File: config.mk
export PLATFORM = sky130hd
export DESIGN_NAME = nrzi_step_unit
export DESIGN_NICKNAME = d
export VERILOG_FILES = /design/src/rtl/nrzi_step_pkg.sv /design/src/rtl/nrzi_pin_orient.sv /design/src/rtl/nrzi_step_classify.sv /design/src/rtl/nrzi_word_next.sv /design/src/rtl/nrzi_step_unit.sv
export SDC_FILE = /design/constraint.sdc
export NUM_CORES = 1
export LEC_CHECK = 0
export BUFFER_PORTS_ARGS = -buffer_cell sky130_fd_sc_hd__clkbuf_2
export CAP_MARGIN = 10
export CORE_MARGIN = 2
export CORE_UTILIZATION = 44
export DETAILED_ROUTE_END_ITERATION = 8
export GPL_TIMING_DRIVEN = 0
export PLACE_DENSITY = 0.83
export SYNTH_ARGS = -nofsm -noshare
export SYNTH_HDL_FRONTEND = slang
export SYNTH_SLANG_ARGS = --single-unit
File: constraint.sdc
create_clock -name clk -period 1.6 [get_ports clk]
set_clock_uncertainty 0.05 [all_clocks]
set_input_delay 0.4 -clock clk [delete_from_list [all_inputs] [get_ports clk]]
set_output_delay 0.4 -clock clk [all_outputs]
set_load 0.02 [all_outputs]
File: src/rtl/nrzi_step_pkg.sv
package nrzi_step_pkg;

    // Outcome of one step; the encoding is the {z,c} flag pair.
    typedef enum logic [1:0] {
        OUT_DATA0 = 2'b00,
        OUT_DATA1 = 2'b01,
        OUT_SE0   = 2'b10,
        OUT_STUFF = 2'b11
    } step_kind_t;

    // Per-cycle update mode of the state register.
    typedef enum logic [1:0] {
        CTL_HOLD = 2'b00,
        CTL_LOAD = 2'b01,
        CTL_STEP = 2'b10
    } ctl_mode_t;

endpackage

File: src/rtl/nrzi_pin_orient.sv
module nrzi_pin_orient (
    input  logic [1:0] pin_pair,
    input  logic       pair_odd,
    output logic       j_line,
    output logic       k_line
);

    // Even pair: J on the lower pin; odd pair: J on the upper pin.
    always_comb begin
        if (pair_odd) begin
            j_line = pin_pair[1];
            k_line = pin_pair[0];
        end else begin
            j_line = pin_pair[0];
            k_line = pin_pair[1];
        end
    end

endmodule

File: src/rtl/nrzi_step_classify.sv
module nrzi_step_classify
    import nrzi_step_pkg::*;
(
    input  logic       j_line,
    input  logic       k_line,
    input  logic       prev_level,
    input  logic       stuff_pending,
    output step_kind_t kind,
    output logic       data_bit
);

    logic se0;

    always_comb begin
        se0      = ~j_line & ~k_line;
        data_bit = ~(prev_level ^ j_line);
        unique case ({se0, stuff_pending})
            2'b10, 2'b11: kind = OUT_SE0;
            2'b01:        kind = OUT_STUFF;
            2'b00:        kind = data_bit ? OUT_DATA1 : OUT_DATA0;
            default:      kind = OUT_SE0;
        endcase
    end

endmodule

File: src/rtl/nrzi_word_next.sv
module nrzi_word_next
    import nrzi_step_pkg::*;
#(
    parameter int WORD_W   = 32,
    parameter int SHADOW_W = 7,
    parameter int ACC_W    = 9,
    parameter int PREV_POS = 9
) (
    input  logic [WORD_W-1:0] word_in,
    input  step_kind_t        kind,
    input  logic              level,
    input  logic              data_bit,
    output logic [WORD_W-1:0] word_out
);

    localparam int SHADOW_LSB = WORD_W - SHADOW_W;
    localparam logic [SHADOW_W-1:0] MARK = {1'b1, {(SHADOW_W-1){1'b0}}};

    logic [SHADOW_W-1:0] shadow_in;

    always_comb begin
        shadow_in = word_in[WORD_W-1:SHADOW_LSB];
        word_out  = word_in;
        unique case (kind)
            OUT_SE0: begin
                word_out = word_in;
            end
            OUT_STUFF: begin
                word_out[PREV_POS]                = level;
                word_out[WORD_W-1:SHADOW_LSB]     = MARK;
            end
            OUT_DATA0, OUT_DATA1: begin
                word_out[PREV_POS]                = level;
                word_out[ACC_W-1:0]               = {data_bit, word_in[ACC_W-1:1]};
                word_out[WORD_W-1:SHADOW_LSB]     = data_bit ? (shadow_in >> 1) : MARK;
            end
            default: begin
                word_out = word_in;
            end
        endcase
    end

endmodule

File: src/rtl/nrzi_step_unit.sv
module nrzi_step_unit
    import nrzi_step_pkg::*;
#(
    parameter int WORD_W     = 32,
    parameter int SHADOW_W   = 7,
    parameter int ACC_W      = 9,
    parameter int PREV_POS   = 9,
    parameter bit IDLE_LEVEL = 1'b1
) (
    input  logic              clk,
    input  logic              rst_n,
    input  logic              step_en,
    input  logic              load_en,
    input  logic [WORD_W-1:0] load_word,
    input  logic [1:0]        pin_pair,
    input  logic              pair_odd,
    output logic [WORD_W-1:0] state_word,
    output logic              flag_z,
    output logic              flag_c
);

    localparam int SHADOW_LSB = WORD_W - SHADOW_W;
    localparam int MID_LSB    = PREV_POS + 1;
    localparam logic [SHADOW_W-1:0] MARK = {1'b1, {(SHADOW_W-1){1'b0}}};
    localparam logic [WORD_W-1:0] RESET_WORD =
        ({{(WORD_W-SHADOW_W){1'b0}}, MARK} << SHADOW_LSB) |
        ({{(WORD_W-1){1'b0}}, IDLE_LEVEL} << PREV_POS);

    logic [WORD_W-1:0] word_q;
    logic [WORD_W-1:0] word_nxt;
    step_kind_t        kind_q;
    step_kind_t        kind_d;
    ctl_mode_t         ctl;
    logic              j_line;
    logic              k_line;
    logic              data_bit;

    nrzi_pin_orient u_orient (
        .pin_pair (pin_pair),
        .pair_odd (pair_odd),
        .j_line   (j_line),
        .k_line   (k_line)
    );

    nrzi_step_classify u_classify (
        .j_line        (j_line),
        .k_line        (k_line),
        .prev_level    (word_q[PREV_POS]),
        .stuff_pending (word_q[SHADOW_LSB]),
        .kind          (kind_d),
        .data_bit      (data_bit)
    );

    nrzi_word_next #(
        .WORD_W   (WORD_W),
        .SHADOW_W (SHADOW_W),
        .ACC_W    (ACC_W),
        .PREV_POS (PREV_POS)
    ) u_next (
        .word_in  (word_q),
        .kind     (kind_d),
        .level    (j_line),
        .data_bit (data_bit),
        .word_out (word_nxt)
    );

    always_comb begin
        if (load_en)      ctl = CTL_LOAD;
        else if (step_en) ctl = CTL_STEP;
        else              ctl = CTL_HOLD;
    end

    // State register: word and outcome state.
    always_ff @(posedge clk) begin
        if (!rst_n) begin
            word_q <= RESET_WORD;
            kind_q <= OUT_DATA0;
        end else begin
            unique case (ctl)
                CTL_LOAD: word_q <= load_word;
                CTL_STEP: begin
                    word_q <= word_nxt;
                    kind_q <= kind_d;
                end
                CTL_HOLD: ;
                default: ;
            endcase
        end
    end

    // Outputs.
    always_comb begin
        state_word = word_q;
        flag_z     = kind_q[1];
        flag_c     = kind_q[0];
    end


    se0_hold_chk: assert property (@(posedge clk) disable iff (!rst_n)
        (step_en && !load_en && pin_pair == 2'b00) |=>
        (flag_z && !flag_c && $stable(word_q)));


    stuff_skip_chk: assert property (@(posedge clk) disable iff (!rst_n)
        (step_en && !load_en && pin_pair != 2'b00 && word_q[SHADOW_LSB]) |=>
        (flag_z && flag_c && word_q[WORD_W-1] &&
         word_q[ACC_W-1:0] == $past(word_q[ACC_W-1:0])));


    accept_shift_chk: assert property (@(posedge clk) disable iff (!rst_n)
        (step_en && !load_en && pin_pair != 2'b00 && !word_q[SHADOW_LSB]) |=>
        (!flag_z && word_q[ACC_W-1] == flag_c &&
         word_q[ACC_W-2:0] == $past(word_q[ACC_W-1:1])));


    prev_level_chk: assert property (@(posedge clk) disable iff (!rst_n)
        (step_en && !load_en && pin_pair != 2'b00) |=>
        (word_q[PREV_POS] == $past(j_line)));


    load_take_chk: assert property (@(posedge clk) disable iff (!rst_n)
        load_en |=> (word_q == $past(load_word) && $stable(kind_q)));


    idle_hold_chk: assert property (@(posedge clk) disable iff (!rst_n)
        (!step_en && !load_en) |=> ($stable(word_q) && $stable(kind_q)));


    mid_keep_chk: assert property (@(posedge clk) disable iff (!rst_n)
        (step_en && !load_en) |=> $stable(word_q[SHADOW_LSB-1:MID_LSB]));

endmodule

# [Word-level counts from Yosys, hierarchy flattened]
# Cells that the tools add are included.
[word_totals] out_inout_bits=34 ff_bits=34 in_bits=39 wordCells=40
[classes] n_reduce_logical=9 n_eq_ne=10 bitwise=6 n_mux=11
[ops] op="case mux 32 bit (2 select lines)" n=1
[ops] op="case mux 7 bit (2 select lines)" n=1
[ops] op="equality test 2 bit (second input constant)" n=5
[ops] op="two-way mux 9 bit" n=1
[ops] op="two-way mux 7 bit" n=1
[ops] op="equality test 2 x 1 -> 1 bit (second input constant)" n=3
[ops] op="case mux 2 bit (3 select lines)" n=1
[ops] op="AND reduction 2 bit" n=3
[ops] op="logical NOT 2 bit" n=2
[ops] op="two-way mux 1 bit" n=4
[ops] op="two-way mux 2 bit" n=2
[ops] op="NOT 1 bit" n=4
[ops] op="OR reduction 2 bit" n=2
[ops] op="OR reduction 3 bit" n=1
[ops] op="!= test 2 x 1 -> 1 bit (second input constant)" n=1
[ops] op="!= test 2 bit (second input constant)" n=1
[ops] op="nonzero test 2 bit" n=1
[ops] op="AND 1 bit" n=1
[ops] op="bitwise XOR 1 bit" n=1

# [Longest topological paths before layout]
[depth] word_depth=10 mapped_depth=5

# [By module]
# A second synthesis with hierarchy kept.
[unflattened] hier_cells=195 area_unflattened_um2=1878.1
[modules_own_cells] module="nrzi_step_unit" cells_each=149 area_each_um2=1472.7 n_inst=1
[modules_own_cells] module="nrzi_word_next" cells_each=38 area_each_um2=344.1 n_inst=1
[modules_own_cells] module="nrzi_step_classify" cells_each=6 area_each_um2=38.8 n_inst=1
[modules_own_cells] module="nrzi_pin_orient" cells_each=2 area_each_um2=22.5 n_inst=1

# [Worst setup path before layout]
# Ideal clock, no wire load.
[synth_path] kind="input to register" startpoint="input port pair_odd" endpoint="register word_q[31], in the netlist state_word[31]" slack_ps=233 required_time_ps=1435 setup_ps=115 path_buffers=0 stages=4 arrival_time_ps=1202 path_cell_list="mux2i_2 > xor2_2 > nand4_1 > and2_1"
[synth_via] elab_chain_cells=10
[synth_rtl] item="start: declaration" line="nrzi_step_unit.sv:16" source="input logic pair_odd,"
[synth_rtl] item="two-way mux 1 bit" line="nrzi_pin_orient.sv:10" source="if (pair_odd) begin"
[synth_rtl] item="NOT 1 bit" line="nrzi_step_classify.sv:15" source="se0 = ~j_line & ~k_line;"
[synth_rtl] item="AND 1 bit" line="nrzi_step_classify.sv:15"
[synth_rtl] item="equality test 2 bit" line="nrzi_step_classify.sv:17" source="unique case ({se0, stuff_pending})"
[synth_rtl] item="OR reduction 2 bit" line="nrzi_step_classify.sv:17"
[synth_rtl] item="case mux 2 bit (3 select lines)" line="nrzi_step_classify.sv:17"
[synth_rtl] item="equality test 2 x 1 -> 1 bit or logical NOT 2 bit (tied branches)" line="nrzi_word_next.sv:24" source="unique case (kind)"
[synth_rtl] item="OR reduction 2 bit" line="nrzi_word_next.sv:24"
[synth_rtl] item="case mux 7 bit (2 select lines)" line="nrzi_word_next.sv:24"
[synth_rtl] item="case mux 32 bit (2 select lines)" line="nrzi_step_unit.sv:79" source="unique case (ctl)"
[synth_rtl] item="end signal: assignment" line="nrzi_step_unit.sv:80" source="CTL_LOAD: word_q <= load_word;"
[synth_rtl] item="end signal: assignment" line="nrzi_step_unit.sv:82" source="word_q <= word_nxt;"
[synth_rtl] item="end: declaration" line="nrzi_step_unit.sv:29" source="logic [WORD_W-1:0] word_q;"
# Several ways; a longest one is shown, not always the timed one. The select of a mux whose other input is x is not followed.
# A chain may end at the register's enable or synchronous reset.

# [Final worst setup path]
[layout_path] startpoint="register word_q[9], in the netlist state_word[9]" endpoint="output port state_word[9]"
[layout_rtl] item="end: declaration" line="nrzi_step_unit.sv:17" source="output logic [WORD_W-1:0] state_word,"
# No word-level cell between the ends.

==> results.ini <==
[run_status]
status=complete, no violations

[global_routing]
grt_pass1_vias=1316
grt_overflow_total=0
grtUsageTotal=0.202
antenna_found_initial=0
grt_max_degree=12
grt_pass1_wl_um=5510

[routing]
drtPass1Iterations=4
wl_per_cell_um=11.9
vias=1385
via_per_inst=4.95
postRouteWirelength_um=3330
drt_iter0_drc=66
drc=0
ant_nets=0

[power]
ir_worst_vdd_mv=0.637
power_density_nw_per_um2=972
p_leak_nw=0.928

[die]
start_util=0.463
core_um2=3050
fp.dieH_um=60.7
die_area_um2=3680
die_width_um=60.7
io_pins=73
fp-row-count=20

[place]
dp_hpwl_um=2540
place_inst=272
gp_congestion=0.799
io_buffer_count=72

[timing]
slew_viol_final=0
layout_worst_path_cycle_share=0.926
rsz0062_at_grt=false
setup_viol=0
slew_headroom=0.576
period_minus_slack_ns=1.48
fmax_mhz=675
setup_tns_ns=0
worst_pin_slew_ns=0.629
finalHoldViolations=0

[synthesis]
synth_fp_nets=195
synth_edf_count=0
postSynthAreaPerCell_um2=9.06
ys_warn_count=0
ys_seq_area_frac=0.482
syn_area_um2=1410
synth_cells=156
async_flop_share=0
ys.flop_type=dfxtp_1
yosys-top-cells-area=dfxtp_1 48%, mux2i_1 11%, nor2_1 6.6%
yosys-top-cells-count=34 x dfxtp_1, 25 x nor2_1, 22 x nand2_1
synth_top_area_share=0.482
synth-seq-cells=34
synth_most_common_cell=dfxtp_1
synthDistinctLibCells=28
yosysTopAreaCell=dfxtp_1

[cells_and_area]
syn_to_final_growth_pct=34.0
instances_no_fill=280
nets=274
diodes=0
drive_gt1_frac=0.398

[cts]
ctsHoldBuffers=0
tritoncts=yes
path_clk_slew_ns=0.11
clock_sink_count=34
post_cts_buffers=0
post_cts_resized=0
ctsHtreeMaxLevel=2
clk_latency_ns=0.34
cts.path.max_buffers=2
numCtsBuffers=5
cts_root_buf=clkbuf_4

[worst_setup_path]
critPathMaxStageDelay_ns=0.42
regToRegSetupSlack_ns=0.35
critPathArrivalTime_ns=1.03
path_class=reg -> out
worstPathRequired_ns=1.15
r2r_end=state_word[31]
worstPathCellList=buf_4 > clkbuf_2
reg2regPathDepth=3
crit_fanout=3
cp-end-kind=output port
slowest_stage=dfxtp_1
startpoint_type=flop
worstReg2RegStart=state_word[9]

[min_path]
hold_path_class=in -> reg
min_to=state_word[22]
hold_depth=3
min_from=load_word[22]

[flow_run]
drv_cap=0

layout by cell type, fill, tap and decap left out, types with 2 or more instances in the layout:
cell type / synthesis / routed
nand3_1: 7 / 7
buf_1: 2 / 2
nor2_1: 25 / 25
a311oi_1: 7 / 7
buf_4: 4 / 4
a21oi_1: 7 / 7
mux2i_1: 15 / 15
clkbuf_2: 0 / 72
nand2_1: 22 / 22
dfxtp_1: 34 / 33
o21ai_0: 13 / 13
inv_1: 2 / 2
o2111ai_1: 2 / 2
clkbuf_4: 0 / 5
critical path: cells and delay by family, from the launching register on:
kind / cells / cell delay, ns
flops: 1 / 0.42
buf+inv: 2 / 0.28
layer usage:
layer | up-vias | part of all wire | track usage
met3 | 7 | 0.089 | 0.0917
met4 | 0 | 0.013 | 0.0559
li1 | 702 | - | -
met1 | 619 | 0.43 | 0.242
met2 | 57 | 0.47 | 0.330
met5 | - | 0 | 0
state kept, by name, indices dropped and copies added, names as in the netlist:
register,cells
kind_q,2
state_word,32
worst max-delay path by stage:
stage | start | endpoint | depth (start not counted)
2_1_floorplan | pair_odd | state_word[31] | 4
3_5_place_dp | pair_odd | state_word[31] | 5
6_report | state_word[9] | state_word[9] | 2
5_1_grt | state_word[9] | state_word[9] | 2
3_3_place_gp | pair_odd | state_word[31] | 5
4_1_cts | state_word[25] | state_word[25] | 2
cell families after synthesis:
family / count (synthesis) / share of synthesized area
XOR/XNOR: 1 / 0.0115
multiplexers: 16 / 0.116
AO/OA/AOI/OAI: 34 / 0.167
flip-flops: 34 / 0.482
AND/OR/NAND/NOR: 59 / 0.175
buffers and inverters: 12 / 0.0487
cell type report:
type / instances / area [µm²]
plain buffers: 9 / 57.6
clock buffers: 6 / 51.3
clock inverters: 2 / 12.5
fillers: 318 / 1160
inverters: 3 / 11.3
multi-input cells: 110 / 663
flip-flops and latches: 34 / 682
well taps: 44 / 55.1
repair buffers: 72 / 360
report_power, final:
part	internal, mW	total, mW	switching, mW
combinational	0.153	0.379	0.226
clock	0.211	0.506	0.295
sequential	0.910	0.954	0.0440
total	1.27	1.84	0.565
per-stage QoR:
step	worst slack (ns)	hold slack [ns]	instance area (µm²)	utilization	power, mW
detailed placement	-0.0374	0.402	1830	0.599	1.36
global route	0.0588	0.244	1890	0.620	1.94
global placement	-0.00786	0.405	1830	0.599	1.35
finish	0.118	0.236	1890	0.620	1.84
CTS	0.00763	0.229	1890	0.620	1.85
floorplan	0.233	0.480	1410	-	1.21
Power figures use the tool's default switching activity.
